`src/rtl/dac_frame_writer.sv`:
```
module dac_frame_writer #(
  parameter int CLK_PERIOD_PS      = 4000,
  parameter int SYNC_MIN_PS        = 33000,
  parameter int SCLK_MIN_PERIOD_PS = 33334,
  parameter int HALF_DIV           = 5
) (
  input  logic        clk,
  input  logic        rst_n,
  input  logic        req_valid,
  output logic        req_ready,
  input  logic [15:0] req_code,
  input  logic [1:0]  req_mode,
  output logic        sclk,
  output logic        sync,
  output logic        din,
  output logic        done
);

  localparam int FRAME_W  = 24;
  localparam int PAD_W    = 6;
  localparam int SYNC_RAW = (SYNC_MIN_PS + CLK_PERIOD_PS - 1) / CLK_PERIOD_PS;
  localparam int SYNC_CYC = (SYNC_RAW < 1) ? 1 : SYNC_RAW;
  localparam int MIN_HALF = (SCLK_MIN_PERIOD_PS + 2*CLK_PERIOD_PS - 1) / (2*CLK_PERIOD_PS);
  localparam int HALF_A   = (HALF_DIV > MIN_HALF) ? HALF_DIV : MIN_HALF;
  localparam int HALF     = (HALF_A < 1) ? 1 : HALF_A;
  localparam int CNT_MAX  = (SYNC_CYC > HALF) ? SYNC_CYC : HALF;
  localparam int CW       = $clog2(CNT_MAX + 1);
  localparam int BW       = $clog2(FRAME_W);

  typedef enum logic [1:0] {ST_IDLE, ST_ARM, ST_SHIFT, ST_TAIL} state_t;

  state_t             st;
  logic [CW-1:0]      cnt;
  logic [BW-1:0]      bitn;
  logic [FRAME_W-1:0] shreg;

  assign req_ready = (st == ST_IDLE) || (st == ST_TAIL);

  always_ff @(posedge clk or negedge rst_n) begin
    if (!rst_n) begin
      st    <= ST_IDLE;
      cnt   <= '0;
      bitn  <= '0;
      shreg <= '0;
      sclk  <= 1'b1;
      sync  <= 1'b0;
      din   <= 1'b0;
      done  <= 1'b0;
    end else begin
      done <= 1'b0;
      case (st)
        ST_IDLE, ST_TAIL: begin
          if (req_valid) begin
            st    <= ST_ARM;
            sync  <= 1'b1;
            sclk  <= 1'b1;
            din   <= 1'b0;
            shreg <= {{PAD_W{1'b0}}, req_mode, req_code};
            cnt   <= CW'(SYNC_CYC - 1);
          end else if (st == ST_TAIL) begin
            if (cnt == '0) begin
              sclk <= 1'b1;
              st   <= ST_IDLE;
            end else begin
              cnt <= cnt - 1'b1;
            end
          end
        end
        ST_ARM: begin
          if (cnt == '0) begin
            st    <= ST_SHIFT;
            sync  <= 1'b0;
            din   <= shreg[FRAME_W-1];
            shreg <= {shreg[FRAME_W-2:0], 1'b0};
            bitn  <= '0;
            cnt   <= CW'(HALF - 1);
          end else begin
            cnt <= cnt - 1'b1;
          end
        end
        ST_SHIFT: begin
          if (cnt != '0) begin
            cnt <= cnt - 1'b1;
          end else if (sclk) begin
            sclk <= 1'b0;
            cnt  <= CW'(HALF - 1);
            if (bitn == BW'(FRAME_W - 1)) begin
              done <= 1'b1;
              st   <= ST_TAIL;
            end
          end else begin
            sclk  <= 1'b1;
            din   <= shreg[FRAME_W-1];
            shreg <= {shreg[FRAME_W-2:0], 1'b0};
            bitn  <= bitn + 1'b1;
            cnt   <= CW'(HALF - 1);
          end
        end
        default: st <= ST_IDLE;
      endcase
    end
  end

  logic        sclk_d, sync_d;
  logic [4:0]  falls;
  logic [15:0] hi_run, sc_hi, sc_lo;

  always_ff @(posedge clk or negedge rst_n) begin
    if (!rst_n) begin
      sclk_d <= 1'b1;
      sync_d <= 1'b0;
      falls  <= '0;
      hi_run <= '0;
      sc_hi  <= '0;
      sc_lo  <= '0;
    end else begin
      sclk_d <= sclk;
      sync_d <= sync;
      if (sync)                falls <= '0;
      else if (sclk_d && !sclk) falls <= falls + 1'b1;
      hi_run <= sync ? ((hi_run == 16'hFFFF) ? hi_run : hi_run + 1'b1) : '0;
      sc_hi  <= sclk ? ((sc_hi == 16'hFFFF) ? sc_hi : sc_hi + 1'b1) : '0;
      sc_lo  <= !sclk ? ((sc_lo == 16'hFFFF) ? sc_lo : sc_lo + 1'b1) : '0;
    end
  end

  AST_SYNC_PULSE_WIDTH: assert property (@(posedge clk) disable iff (!rst_n)
    (sync_d && !sync) |-> (hi_run >= 16'(SYNC_CYC)));
  AST_DIN_HOLD_AT_FALL: assert property (@(posedge clk) disable iff (!rst_n)
    (sclk_d && !sclk) |-> $stable(din));
  AST_SYNC_RISE_AFTER_LAST: assert property (@(posedge clk) disable iff (!rst_n)
    (!sync_d && sync) |-> (falls == 5'd0 || falls == 5'(FRAME_W)));
  AST_DONE_AT_LAST_FALL: assert property (@(posedge clk) disable iff (!rst_n)
    done |-> (sclk_d && !sclk && !sync && falls == 5'(FRAME_W - 1)));
  AST_DONE_SINGLE: assert property (@(posedge clk) disable iff (!rst_n)
    done |=> !done);
  AST_BUSY_NOT_READY: assert property (@(posedge clk) disable iff (!rst_n)
    sync |-> !req_ready);
  AST_SCLK_HIGH_WIDTH: assert property (@(posedge clk) disable iff (!rst_n)
    (sclk_d && !sclk) |-> (sc_hi >= 16'(HALF)));
  AST_SCLK_LOW_WIDTH: assert property (@(posedge clk) disable iff (!rst_n)
    (!sclk_d && sclk && !sync) |-> (sc_lo >= 16'(HALF)));

endmodule

```
`config.mk`:
```
export PLATFORM = sky130hd
export DESIGN_NAME = dac_frame_writer
export DESIGN_NICKNAME = d
export VERILOG_FILES = /design/src/rtl/dac_frame_writer.sv
export SDC_FILE = /design/constraint.sdc
export NUM_CORES = 1
export LEC_CHECK = 0
export BUFFER_PORTS_ARGS = -buffer_cell sky130_fd_sc_hd__buf_4
export CELL_PAD_IN_SITES_DETAIL_PLACEMENT = 1
export CELL_PAD_IN_SITES_GLOBAL_PLACEMENT = 2
export CORE_MARGIN = 1
export CORE_UTILIZATION = 36
export CTS_CLUSTER_DIAMETER = 50
export DETAILED_ROUTE_END_ITERATION = 7
export GPL_ROUTABILITY_DRIVEN = 0
export GPL_TIMING_DRIVEN = 0
export PLACE_DENSITY_LB_ADDON = 0.15
export SYNTH_ARGS = -nofsm -noshare
export SYNTH_HDL_FRONTEND = slang
export SYNTH_SLANG_ARGS = --single-unit
```
`constraint.sdc`:
```
create_clock -name clk -period 2.3 [get_ports clk]
set_input_delay 0.46 -clock clk [delete_from_list [all_inputs] [get_ports clk]]
set_output_delay 0.46 -clock clk [all_outputs]
set_load 0.005 [all_outputs]
```
Yosys cells after proc, flatten, opt, wreduce, memory -nomap -nowiden --
Index checks and enable logic that the tools add are counted. Widths: inputs -> output; s select.
Storage, ports and cells: register bits 39, bits of input ports 21, output and inout port bits 5, word-level logic and storage cells 78
Cells by class: $add $sub $neg 2, equal/unequal tests 13, mux-type cells 41, reduce and logical (&&, ||, !) cells 14
Operators with widths (count):
- $mux 24 | 4
- $pmux 24 s3 | 1
- $mux 4 | 5
- $mux 1 | 15
- $mux 5 | 3
- $mux 2 | 7
- $ne 2x2->1 const B | 6
- $pmux 4 s3 | 1
- $reduce_and 4->1 | 3
- $pmux 5 s2 | 1
- $ne 3x3->1 const B | 3
- $pmux 2 s3 | 1
- $reduce_and 6->1 | 1
- $reduce_bool 2->1 | 3
- $add 5x1->5 const B | 1
- $eq 5x5->1 const B | 1
- $eq 2x2->1 const B | 2
- $logic_not 4->1 | 1
- $pmux 1 s2 | 2
- $reduce_bool 4->1 | 1
- $sub 4x1->4 const B | 1
- $pmux 1 s3 | 1
- $reduce_and 3->1 | 1
- $eq 2x1->1 const B | 1
- other kinds (4) | 4

Longest topological paths before layout --
Gate-level depths: netlist of run 1.
depth in word-level cells 5, mapped depth 8, gate-level depth less buffers 6

Worst setup path after synthesis of run 1 --
Ideal clock, no wire load.
path type register -> register, start point register cnt[0], end point register shreg[10], library setup time 0.137 ns, data arrival time 1.673 ns, data required time 2.163 ns, path slack 0.490 ns, cell stages (with the launch flop) 8, path buffers 1, period minus slack after synthesis 1.810 ns, cell sequence dfrtp_1 -> inv_1 -> ha_1 -> nor3b_2 -> o221ai_2 -> buf_2 -> o22ai_1 -> a21oi_1
On the way: longest elaborated chain between the ends 3, elaborated cells on any way between the ends 5, those cells by class eq/ne: 2; reduce/logical: 3
RTL lines:
- from (decl) | RTL line 33 | logic [CW-1:0] cnt;
- from (signal assigned) | RTL line 59 | cnt <= CW'(SYNC_CYC - 1);
- from (signal assigned) | RTL line 65 | cnt <= cnt - 1'b1;
- from (signal assigned) | RTL line 76 | cnt <= CW'(HALF - 1);
- $logic_not 4->1 or $reduce_bool 4->1 (tied branches) | RTL line 70, 82
- $ne 2x2->1 (no line)
- $reduce_and 4->1 (no line) (*)
- to (signal assigned) | RTL line 58 | shreg <= {{PAD_W{1'b0}}, req_mode, req_code};
- to (signal assigned) | RTL line 74 | shreg <= {shreg[FRAME_W-2:0], 1'b0};
- to (signal assigned) | RTL line 94 | shreg <= {shreg[FRAME_W-2:0], 1'b0};
- to (decl) | RTL line 35 | logic [FRAME_W-1:0] shreg;
Every way passes the cells marked *; elsewhere a longest branch is shown, timed or not. A chain may end at the register's enable or synchronous reset.

Worst setup path in the final report of run 1 --
start point register cnt[0], end point register shreg[1]
The elaborated chain is that of the path after synthesis.

==> metrics.txt, run 1 <==
Crit path buffers/inverters 3; Cell Area, Synth a little under 2000 sq um; layout cells sized above 1 21.33%; Final Power 3.797 mW; #FFs+latches synth 39; first-pass GRT wire length 8321 um; Final setup viols 0; dpl ws 0.04723 ns; H-tree level count 2; status completed; met3 routed WL 109 um; Area growth syn-to-layout 19.51%; CP dominant cell by count buf_6; Filler Cells Inserted 592; dpl cells roughly 290; Core ar. 5172 sq um; wire per inst around 17 um; top post-synthesis cells by area dfrtp_1, o22ai_1, a21oi_1; clock root cell clkbuf_8; slowest stage cell, crit path or3b_1; WL final ~5000 um; worst skew pair latency 0.29 ns; Max VDD drop approximately 540 uV; final hold viol count 0; DRT antenna net count 0; number of global-route vias before repair around 1800; Total GRT Usage 19.77%; Worst setup EP type register; I/O Pins 26; Top delay family on crit path simple AND/OR/NAND/NOR gates; Max Freq 0.4832 GHz; Final Util 45.19%; Initial Utilization 37.81%; DR vias 1660; Worst-Margin Slew slightly above 0.5 ns; area of the multi-input gates ~900 sq um; Unique masters post-synth 38; die width 75.71 um; Setup TNS 0 ns; CTS buffer count 5; CTS Buffer Depth 2; CTS tree yes; Worst Hold Class primary input to async pin; antenna cells 0; Clock transition at path regs 0.09 ns; routed vias/inst ~5.6; final non-filler cell total 295; synth warn 0; period utilisation layout between 80% and 90%; Seq/Total Area, Yosys 49.97%; Top Metal Used met4; P per Cell Area 1625 nW/um^2; Fin Hold WS 0.1306 ns; Pleak 0.9643 nW; cell taking the most area after synthesis dfrtp_1; Critical Path, Cell by Cell inv_1 -> ha_1 -> or3b_1 -> a22oi_2 -> buf_6 -> buf_6 -> o22ai_1 -> a21oi_1; syn nets 219; GR Overflow Total 0; Clock Sinks 39; DRT met1 WL 2284 um; die footprint 5731 sq um; dpl hpwl roughly 3800 um; Setup crit start kind register; Chip Height 75.71 um; DRT iter0 DRCs 62; kind of critical path register to register; number of port buffers 25; initial antenna violation count 0; Max-Cap Viols 0; Avg Cell Area, Syn 10.13 sq um; Synth Instances a little under 200; met2 wire len 2644 um; Area after DPL 2231 sq um; final setup margin 0.2303 ns; # DRC 0; final net count 250; crit-path max FO 10; RSZ-0062 raised after global routing no; design area 2337 sq um; FP Rows 26; final worst path period need 2.070 ns; crit path DAT 2.28 ns; register area 977.2 sq um; Worst EP required 2.51 ns; share of the synthesized area in the top cell type 48.62%; Final Max Slew Viols 0; slew margin rel. 66.01%; drt pass-1 iters 4; clock skew 0.008919 ns; Largest stage delay, worst path 0.48 ns; largest net degree at the start of global routing 40
==> cells by family after synthesis <==
group / after synthesis / synth area share (%)
and+or+nand+nor: 32 / 9.917
DFF: 39 / 49.97
buffers and inverters: 22 / 5.246
adders and majority gates: 5 / 3.199
AOI/OAI and AO/OA: 93 / 30.71
xor gates and xnor gates: 1 / 0.4479
muxes: 1 / 0.5119
==> timing repair <==
| action | CTS | global route |
|---|---|---|
| setup buffers | 0 | 0 |
| hold endpoints to repair | 0 | 0 |
| hold buffers | 0 | 0 |
| setup endpoints to repair | 0 | 19 |
| gates resized for setup | 0 | 3 |
==> power by group <==
part / internal (mW) / total, mW / switching, mW
clock network: 0.211 / 0.464 / 0.253
logic: 0.857 / 2.10 / 1.25
registers: 0.986 / 1.23 / 0.243
total: 2.05 / 3.80 / 1.74
==> final cells by class <==
class / instances / share of cell area (%)
inverter: 10 / 1.606
tap: 70 / 3.747
timing repair buffer: 25 / 8.030
multi-input combinational: 132 / 38.38
buffer: 11 / 2.623
sequential: 39 / 41.81
clock buffer: 5 / 2.944
clock inverter: 3 / 0.8565
==> cells in the final DEF, fill, tap and decap left out, drive strengths merged, types with 3 or more instances in the layout <==
| cell | instances |
|---|---|
| ha | 5 |
| nor3 | 3 |
| nand2b | 3 |
| inv | 10 |
| a22o | 7 |
| nand2 | 10 |
| nor2 | 4 |
| clkbuf | 10 |
| a21oi | 23 |
| o21ai | 11 |
| o22ai | 37 |
| buf | 31 |
| dfrtp | 38 |
==> synthesized netlist by cell type <==
cell type,instances
nand2b_1,3
dfstp_2,1
buf_6,2
or4b_4,1
a221oi_1,2
or3_1,2
a211oi_1,1
o2bb2ai_1,1
clkbuf_1,6
o211ai_1,2
nor4b_2,1
a22oi_2,1
o22ai_1,37
o31a_1,1
inv_1,10
nor4_1,1
and2_1,1
buf_2,4
xnor2_1,1
dfrtp_1,38
nand2_2,1
mux2i_1,1
o31ai_1,2
nor2_1,4
nand3_1,2
and3b_1,1
a22o_1,7
or4bb_1,1
nand2_1,9
a21o_1,2
nor3_1,3
a21boi_0,1
or3b_1,1
nor3b_2,1
o21ai_0,11
ha_1,5
a21oi_1,23
o221ai_2,2
==> final timing paths <==
| check | from | end | slack, ns | depth (start not counted) |
|---|---|---|---|---|
| min reg2reg | din$_DFFE_PN0P_ | din$_DFFE_PN0P_ | 0.51 | 1 |
| min | rst_n | din$_DFFE_PN0P_ | 0.13 | 1 |
| max in group asynchronous | rst_n | sclk$_DFFE_PN1P_ | 1.81 | 1 |
| max | cnt[0]$_DFFE_PN0P_ | shreg[1]$_DFFE_PN0P_ | 0.23 | 8 |
| min in group clk | req_code[15] | shreg[15]$_DFFE_PN0P_ | 0.46 | 3 |
| max reg2reg | cnt[0]$_DFFE_PN0P_ | shreg[1]$_DFFE_PN0P_ | 0.23 | 8 |
==> worst register-to-register path, stage by stage, from the launching register on <==
cell and delay [ns]:
dfrtp_1 0.41, inv_1 0.07, ha_1 0.24, or3b_1 0.48, a22oi_2 0.25, buf_6 0.17
buf_6 0.15, o22ai_1 0.08, a21oi_1 0.14
==> sequential cells by signal (all words and copies together), names as in the netlist <==
name	cells
shreg	24
bitn	5
cnt	4
st	2
din	1
done	1
sclk	1
sync	1
==> per-layer routing <==
layer	track usage, %	up-vias
met5	0	-
met4	5.967	0
met3	4.365	7
met2	34.13	19
met1	24.75	831
li1	-	803
(Power assumes the default switching activity.)
==> run 2: changes to the inputs <==
--- a/config.mk
+++ b/config.mk
@@ -13,7 +13,6 @@
 export CTS_CLUSTER_DIAMETER = 50
 export DETAILED_ROUTE_END_ITERATION = 7
 export GPL_ROUTABILITY_DRIVEN = 0
-export GPL_TIMING_DRIVEN = 0
 export PLACE_DENSITY_LB_ADDON = 0.15
 export SYNTH_ARGS = -nofsm -noshare
 export SYNTH_HDL_FRONTEND = slang
==> run 2 against run 1 <==
Against the previous run:
- final cell count is 2.0% lower
- utilization is 0.75 points lower
- power is 2.4% lower
- sequential power hardly changed
- critical endpoint is now req_ready
- highest routed layer unchanged
==> metrics.txt, run 2 (synthesis results as in run 1) <==
Final Util 44.44% (-0.75 points); worst skew pair latency 0.28 ns (about the same); Clock Sinks 39 (unchanged); reg2reg end shreg[4]$_DFFE_PN0P_; CTS Buffer Depth 2 (unchanged); biggest regs shreg (24), bitn (5), cnt (4); WL final 4871 um (-4.3%); Area growth syn-to-layout 17.53%; initial antenna violation count 0 (unchanged); Area after DPL 2211 sq um (-0.90%); P per Cell Area 1612 nW/um^2 (-0.76%); kind of critical path register to primary output; die footprint 5731 sq um (unchanged); Clock transition at path regs 0.07 ns (-0.02 ns); Final Max Slew Viols 0 (unchanged); Total GRT Usage 19.22% (-0.55 points); DRT antenna net count 0 (unchanged); status completed; Largest stage delay, worst path 0.49 ns (about the same); commonest non-fill, non-tap cells in the layout dfrtp_1, o22ai_1, buf_4; I/O Pins 26 (unchanged); CTS buffer count 5 (unchanged); DR vias 1633 (-1.6%); number of global-route vias before repair 1685 (-4.0%); Worst Hold Class primary input to async pin; RSZ-0062 raised after global routing no; Core ar. 5172 sq um (unchanged); Max VDD drop 588.4 uV (+8.1%); max reg flops 24 (unchanged); Initial Utilization 37.81% (unchanged); drt pass-1 iters 4 (unchanged); Reg2Reg Setup Slack 0.23 ns (about the same); Gate power share 54.5% (-0.9 points); # DRC 0 (unchanged); Top reg by flops shreg; final hold viol count 0 (unchanged); Worst EP required 1.84 ns (-0.67 ns); slew margin rel. 65.71% (-0.30 points); final worst path period need 2.137 ns (+0.06769 ns); number of gates resized after cts 0 (unchanged); H-tree level count 2 (unchanged); Max-Cap Viols 0 (unchanged); layout cells sized above 1 21.00% (-0.33 points); Final Power 3.706 mW (-2.4%); crit path DAT 1.68 ns (-0.60 ns); sw frac 44.88% (-1.0 points); wire per inst 16.85 um (-2.3%); Psw 1.663 mW (-4.5%); Clock Power Share 12.5% (+0.3 points); Chip Height 75.71 um (unchanged); launching point of the worst reg2reg path cnt[0]$_DFFE_PN0P_; Worst setup EP type primary output; period utilisation layout 92.93% (+2.9 points); clock skew 0.004007 ns (-0.004913 ns); final net count 245 (-2.0%); Post-CTS Setup Repair Bufs 0 (unchanged); design area 2298 sq um (-1.7%); # hold bufs at CTS 0 (unchanged); die width 75.71 um (unchanged); Worst-Margin Slew 0.5144 ns (+0.004572 ns); dpl ws 0.2409 ns (+0.1936 ns); crit-path max FO 18 (+8); GR Overflow Total 0 (unchanged); Setup TNS 0 ns (unchanged); Final setup viols 0 (unchanged); first-pass GRT wire length 8259 um (-0.75%); dpl hpwl 3500 um (-6.7%); Reg power frac 33.0% (+0.6 points); commonest non-fill, non-tap cell in the layout dfrtp_1; slowest stage cell, crit path ha_1; Reg2Reg Depth 7 (-1); P_int 2.042 mW (-0.58%); Max Freq 0.4679 GHz (-3.2%); antenna cells 0 (unchanged); final setup margin 0.1626 ns (-0.06769 ns); number of port buffers 25 (unchanged); FP Rows 26 (unchanged); CP dominant cell by count buf_4; Pleak 0.9644 nW (about the same); clock root cell clkbuf_8; routed vias/inst 5.651 (+0.42%); Filler Cells Inserted 582 (-1.7%); CTS tree yes; Setup crit start kind register; Critical Path, Cell by Cell inv_1 -> ha_1 -> buf_4 -> buf_4; DRT iter0 DRCs 84 (+35%); largest net degree at the start of global routing 40 (unchanged)
run 2: cell count changes in the layout (fill, tap and decap cells not counted), moves of 2 or more:
cell,previous run,this run
clkinvlp_4,2,0
buf_2,4,0
buf_6,2,0
clkbuf_1,5,0
buf_4,25,31
run 2: worst max-delay path: cells and delay by family, from the launching register on:
kind       cells  cell delay [ns]
flops          1             0.38
fa+ha+maj      1             0.49
buf+inv        3             0.53
run 2: how the worst max path moves through the flow:
stage                            start                    end  slack, ns  cells past startpoint
finish               st[0]$_DFFE_PN0P_              req_ready       0.16                      4
CTS                  st[0]$_DFFE_PN0P_              req_ready       0.14                      4
global placement    cnt[0]$_DFFE_PN0P_  shreg[17]$_DFFE_PN0P_       0.34                      7
global route        cnt[0]$_DFFE_PN0P_   shreg[3]$_DFFE_PN0P_      0.004                      7
floorplan           cnt[0]$_DFFE_PN0P_  shreg[10]$_DFFE_PN0P_       0.49                      7
detailed placement  cnt[0]$_DFFE_PN0P_   shreg[4]$_DFFE_PN0P_       0.24                      7
run 2: power by group through the flow:
stage	Sequential, mW	Clock [mW]	Combinational (mW)
after CTS	1.22	0.485	2.05
after detailed placement	1.24	0	2.04
after floorplan	1.17	0	1.53
final	1.22	0.464	2.02
after global routing	1.27	0.512	2.27
after global placement	1.21	0	1.95
run 2: through the flow:
stage / hold WS, ns / cells
2_1_floorplan: 0.1644 / 193
6_report: 0.1404 / 289
3_5_place_dp: 0.4653 / 282
3_3_place_gp: 0.4632 / 282
5_1_grt: 0.1649 / 289
4_1_cts: 0.1525 / 289
run 2: area by class of cell:
| cell class | instances | area, sq um | area share, % |
|---|---|---|---|
| repair buffers | 31 | 232.7 | 10.13 |
| inverters | 10 | 37.54 | 1.633 |
| clock inverters | 1 | 5.005 | 0.2177 |
| clock buffers | 6 | 82.58 | 3.593 |
| well taps | 70 | 87.58 | 3.811 |
| flip-flops and latches | 39 | 977.2 | 42.52 |
| multi-input cells | 132 | 875.8 | 38.11 |
run 2: metal layers:
layer	part of all wire, %	vias to the layer above	GRT usage [%]
li1	-	790	-
met1	48	823	26.50
met2	50	18	31.05
met3	2.4	2	4.233
met4	0.39	0	4.321
met5	0	-	0
==> run 3: changes to the inputs <==
--- a/config.mk
+++ b/config.mk
@@ -13,7 +13,7 @@
 export CTS_CLUSTER_DIAMETER = 50
 export DETAILED_ROUTE_END_ITERATION = 7
 export GPL_ROUTABILITY_DRIVEN = 0
-export PLACE_DENSITY_LB_ADDON = 0.15
+export PLACE_DENSITY_LB_ADDON = 0.1
 export SYNTH_ARGS = -nofsm -noshare
 export SYNTH_HDL_FRONTEND = slang
 export SYNTH_SLANG_ARGS = --single-unit
==> run 3 against run 2 <==
Against the previous run:
- sequential share of layout area is 0.25 points lower
- fmax grew 2.1%
- power is 0.98% higher
- clock power down 0.9%
- critical endpoint unchanged
- largest cell class unchanged
- largest power group unchanged
==> metrics.txt, run 3 (synthesis results as in run 1) <==
Final Max Slew Viols 0 (unchanged); worst skew pair latency 0.29 ns (about the same); Worst setup EP type primary output; DR vias 1640 (+0.43%); P per Cell Area 1618 nW/um^2 (+0.38%); kind of critical path register to primary output; Chip Height 75.71 um (unchanged); Max Freq 0.4775 GHz (+2.1%); CP dominant cell by count buf_4; die footprint 5731 sq um (unchanged); # hold bufs at CTS 0 (unchanged); Critical Path, Cell by Cell inv_1 -> ha_1 -> buf_4 -> buf_4; commonest non-fill, non-tap cells in the layout dfrtp_1, o22ai_1, buf_4; launching point of the worst reg2reg path cnt[0]$_DFFE_PN0P_; Pleak 0.9598 nW (-0.48%); wire per inst 17.07 um (+1.3%); period utilisation layout 91.05% (-1.9 points); Final Power 3.742 mW (+0.98%); commonest non-fill, non-tap cell in the layout dfrtp_1; Top delay family on crit path buffers and inverters; crit-path max FO 25 (+7); CTS buffer count 5 (unchanged); DRT antenna net count 0 (unchanged); Worst-Margin Slew 0.5720 ns (+0.05763 ns); status completed; max reg flops 24 (unchanged); Clock transition at path regs 0.09 ns (+0.02 ns); # DRC 0 (unchanged); Max VDD drop 713.5 uV (+21%); first-pass GRT wire length 8148 um (-1.3%); Largest stage delay, worst path 0.40 ns (-0.09 ns); Post-CTS Setup Repair Bufs 0 (unchanged); routed vias/inst 5.675 (+0.43%); final net count 244 (-0.41%); Crit path buffers/inverters 3 (unchanged); Reg2Reg Setup Slack 0.22 ns (about the same); H-tree level count 2 (unchanged); Setup crit start kind register; crit path DAT 1.63 ns (-0.05 ns); slew margin rel. 61.86% (-3.8 points); RSZ-0062 raised after global routing no; Worst EP required 1.84 ns (about the same); GR Overflow Total 0 (unchanged); Core ar. 5172 sq um (unchanged); number of global-route vias before repair 1681 (-0.24%); Initial Utilization 37.81% (unchanged); I/O Pins 26 (unchanged); Worst Hold Class primary input to async pin; Worst Setup SP st[0]$_DFFE_PN0P_; Max-Cap Viols 0 (unchanged); DRT iter0 DRCs 70 (-17%); dpl hpwl 3436 um (-1.8%); Final Util 44.70% (+0.27 points); number of port buffers 25 (unchanged); CTS tree yes; CTS Buffer Depth 2 (unchanged); Setup TNS 0 ns (unchanged); Top reg by flops shreg; Total GRT Usage 19.14% (-0.086 points); clock root cell clkbuf_8; final worst path period need 2.094 ns (-0.04332 ns); layout cells sized above 1 21.00% (unchanged); Area growth syn-to-layout 18.23%; WL final 4933 um (+1.3%); die width 75.71 um (unchanged); initial antenna violation count 0 (unchanged); antenna cells 0 (unchanged); number of gates resized after cts 0 (unchanged); biggest regs shreg (24), bitn (5), cnt (4); FP Rows 26 (unchanged); drt pass-1 iters 4 (unchanged); Final setup viols 0 (unchanged); slowest stage cell, crit path dfrtp_1; clock skew 0.01221 ns (+0.008206 ns); Clock Sinks 39 (unchanged); largest net degree at the start of global routing 40 (unchanged); final hold viol count 0 (unchanged)
run 3: worst paths after layout:
path                                          to  depth (start not counted)
setup / recovery                       req_ready                          4
hold / removal                    done$_DFF_PN0_                          1
setup reg to reg           shreg[16]$_DFFE_PN0P_                          7
hold reg to reg            shreg[23]$_DFFE_PN0P_                          1
max in group asynchronous     cnt[3]$_DFFE_PN0P_                          1
min in group clk            shreg[5]$_DFFE_PN0P_                          3
run 3: through the flow:
stage / instances / setup WS [ns] / instance area [sq um] / hold slack [ns]
6_report: 289 / 0.2059 / 2312 / 0.1256
5_1_grt: 289 / 0.009349 / 2312 / 0.1597
4_1_cts: 289 / 0.1546 / 2292 / 0.1482
3_5_place_dp: 281 / 0.1705 / 2203 / 0.4724
3_3_place_gp: 281 / 0.3195 / 2203 / 0.4609
2_1_floorplan: 193 / 0.4902 / 1956 / 0.1644
run 3: layer usage:
| layer | GRT usage (%) | up-vias | routed length (um) |
|---|---|---|---|
| li1 | - | 795 | - |
| met1 | 26.53 | 825 | 2319 |
| met2 | 31.35 | 18 | 2474 |
| met3 | 3.836 | 2 | 116 |
| met4 | 3.704 | 0 | 22 |
| met5 | 0 | - | 0 |
run 3: worst register-to-register path, cell delays in order (launching register included):
cell and delay, ns:
dfrtp_1 0.41, inv_1 0.07, ha_1 0.25, or3b_1 0.47, a22oi_2 0.27, buf_4 0.27, o22ai_1 0.12, a21oi_1 0.14
run 3: power by group:
group          total [mW]  switching, mW  leakage [nW]  internal (mW)
logic                2.05           1.23         0.452          0.823
registers            1.23          0.244         0.468          0.986
clock network       0.460          0.249        0.0402          0.211
run 3: layout make-up:
type,instances,area (sq um)
multi-input combinational,132,895.9
tap,70,87.58
clock inverter,3,20.02
fill,585,2860
timing repair buffer,30,225.2
sequential,39,977.2
inverter,10,37.54
clock buffer,5,68.82
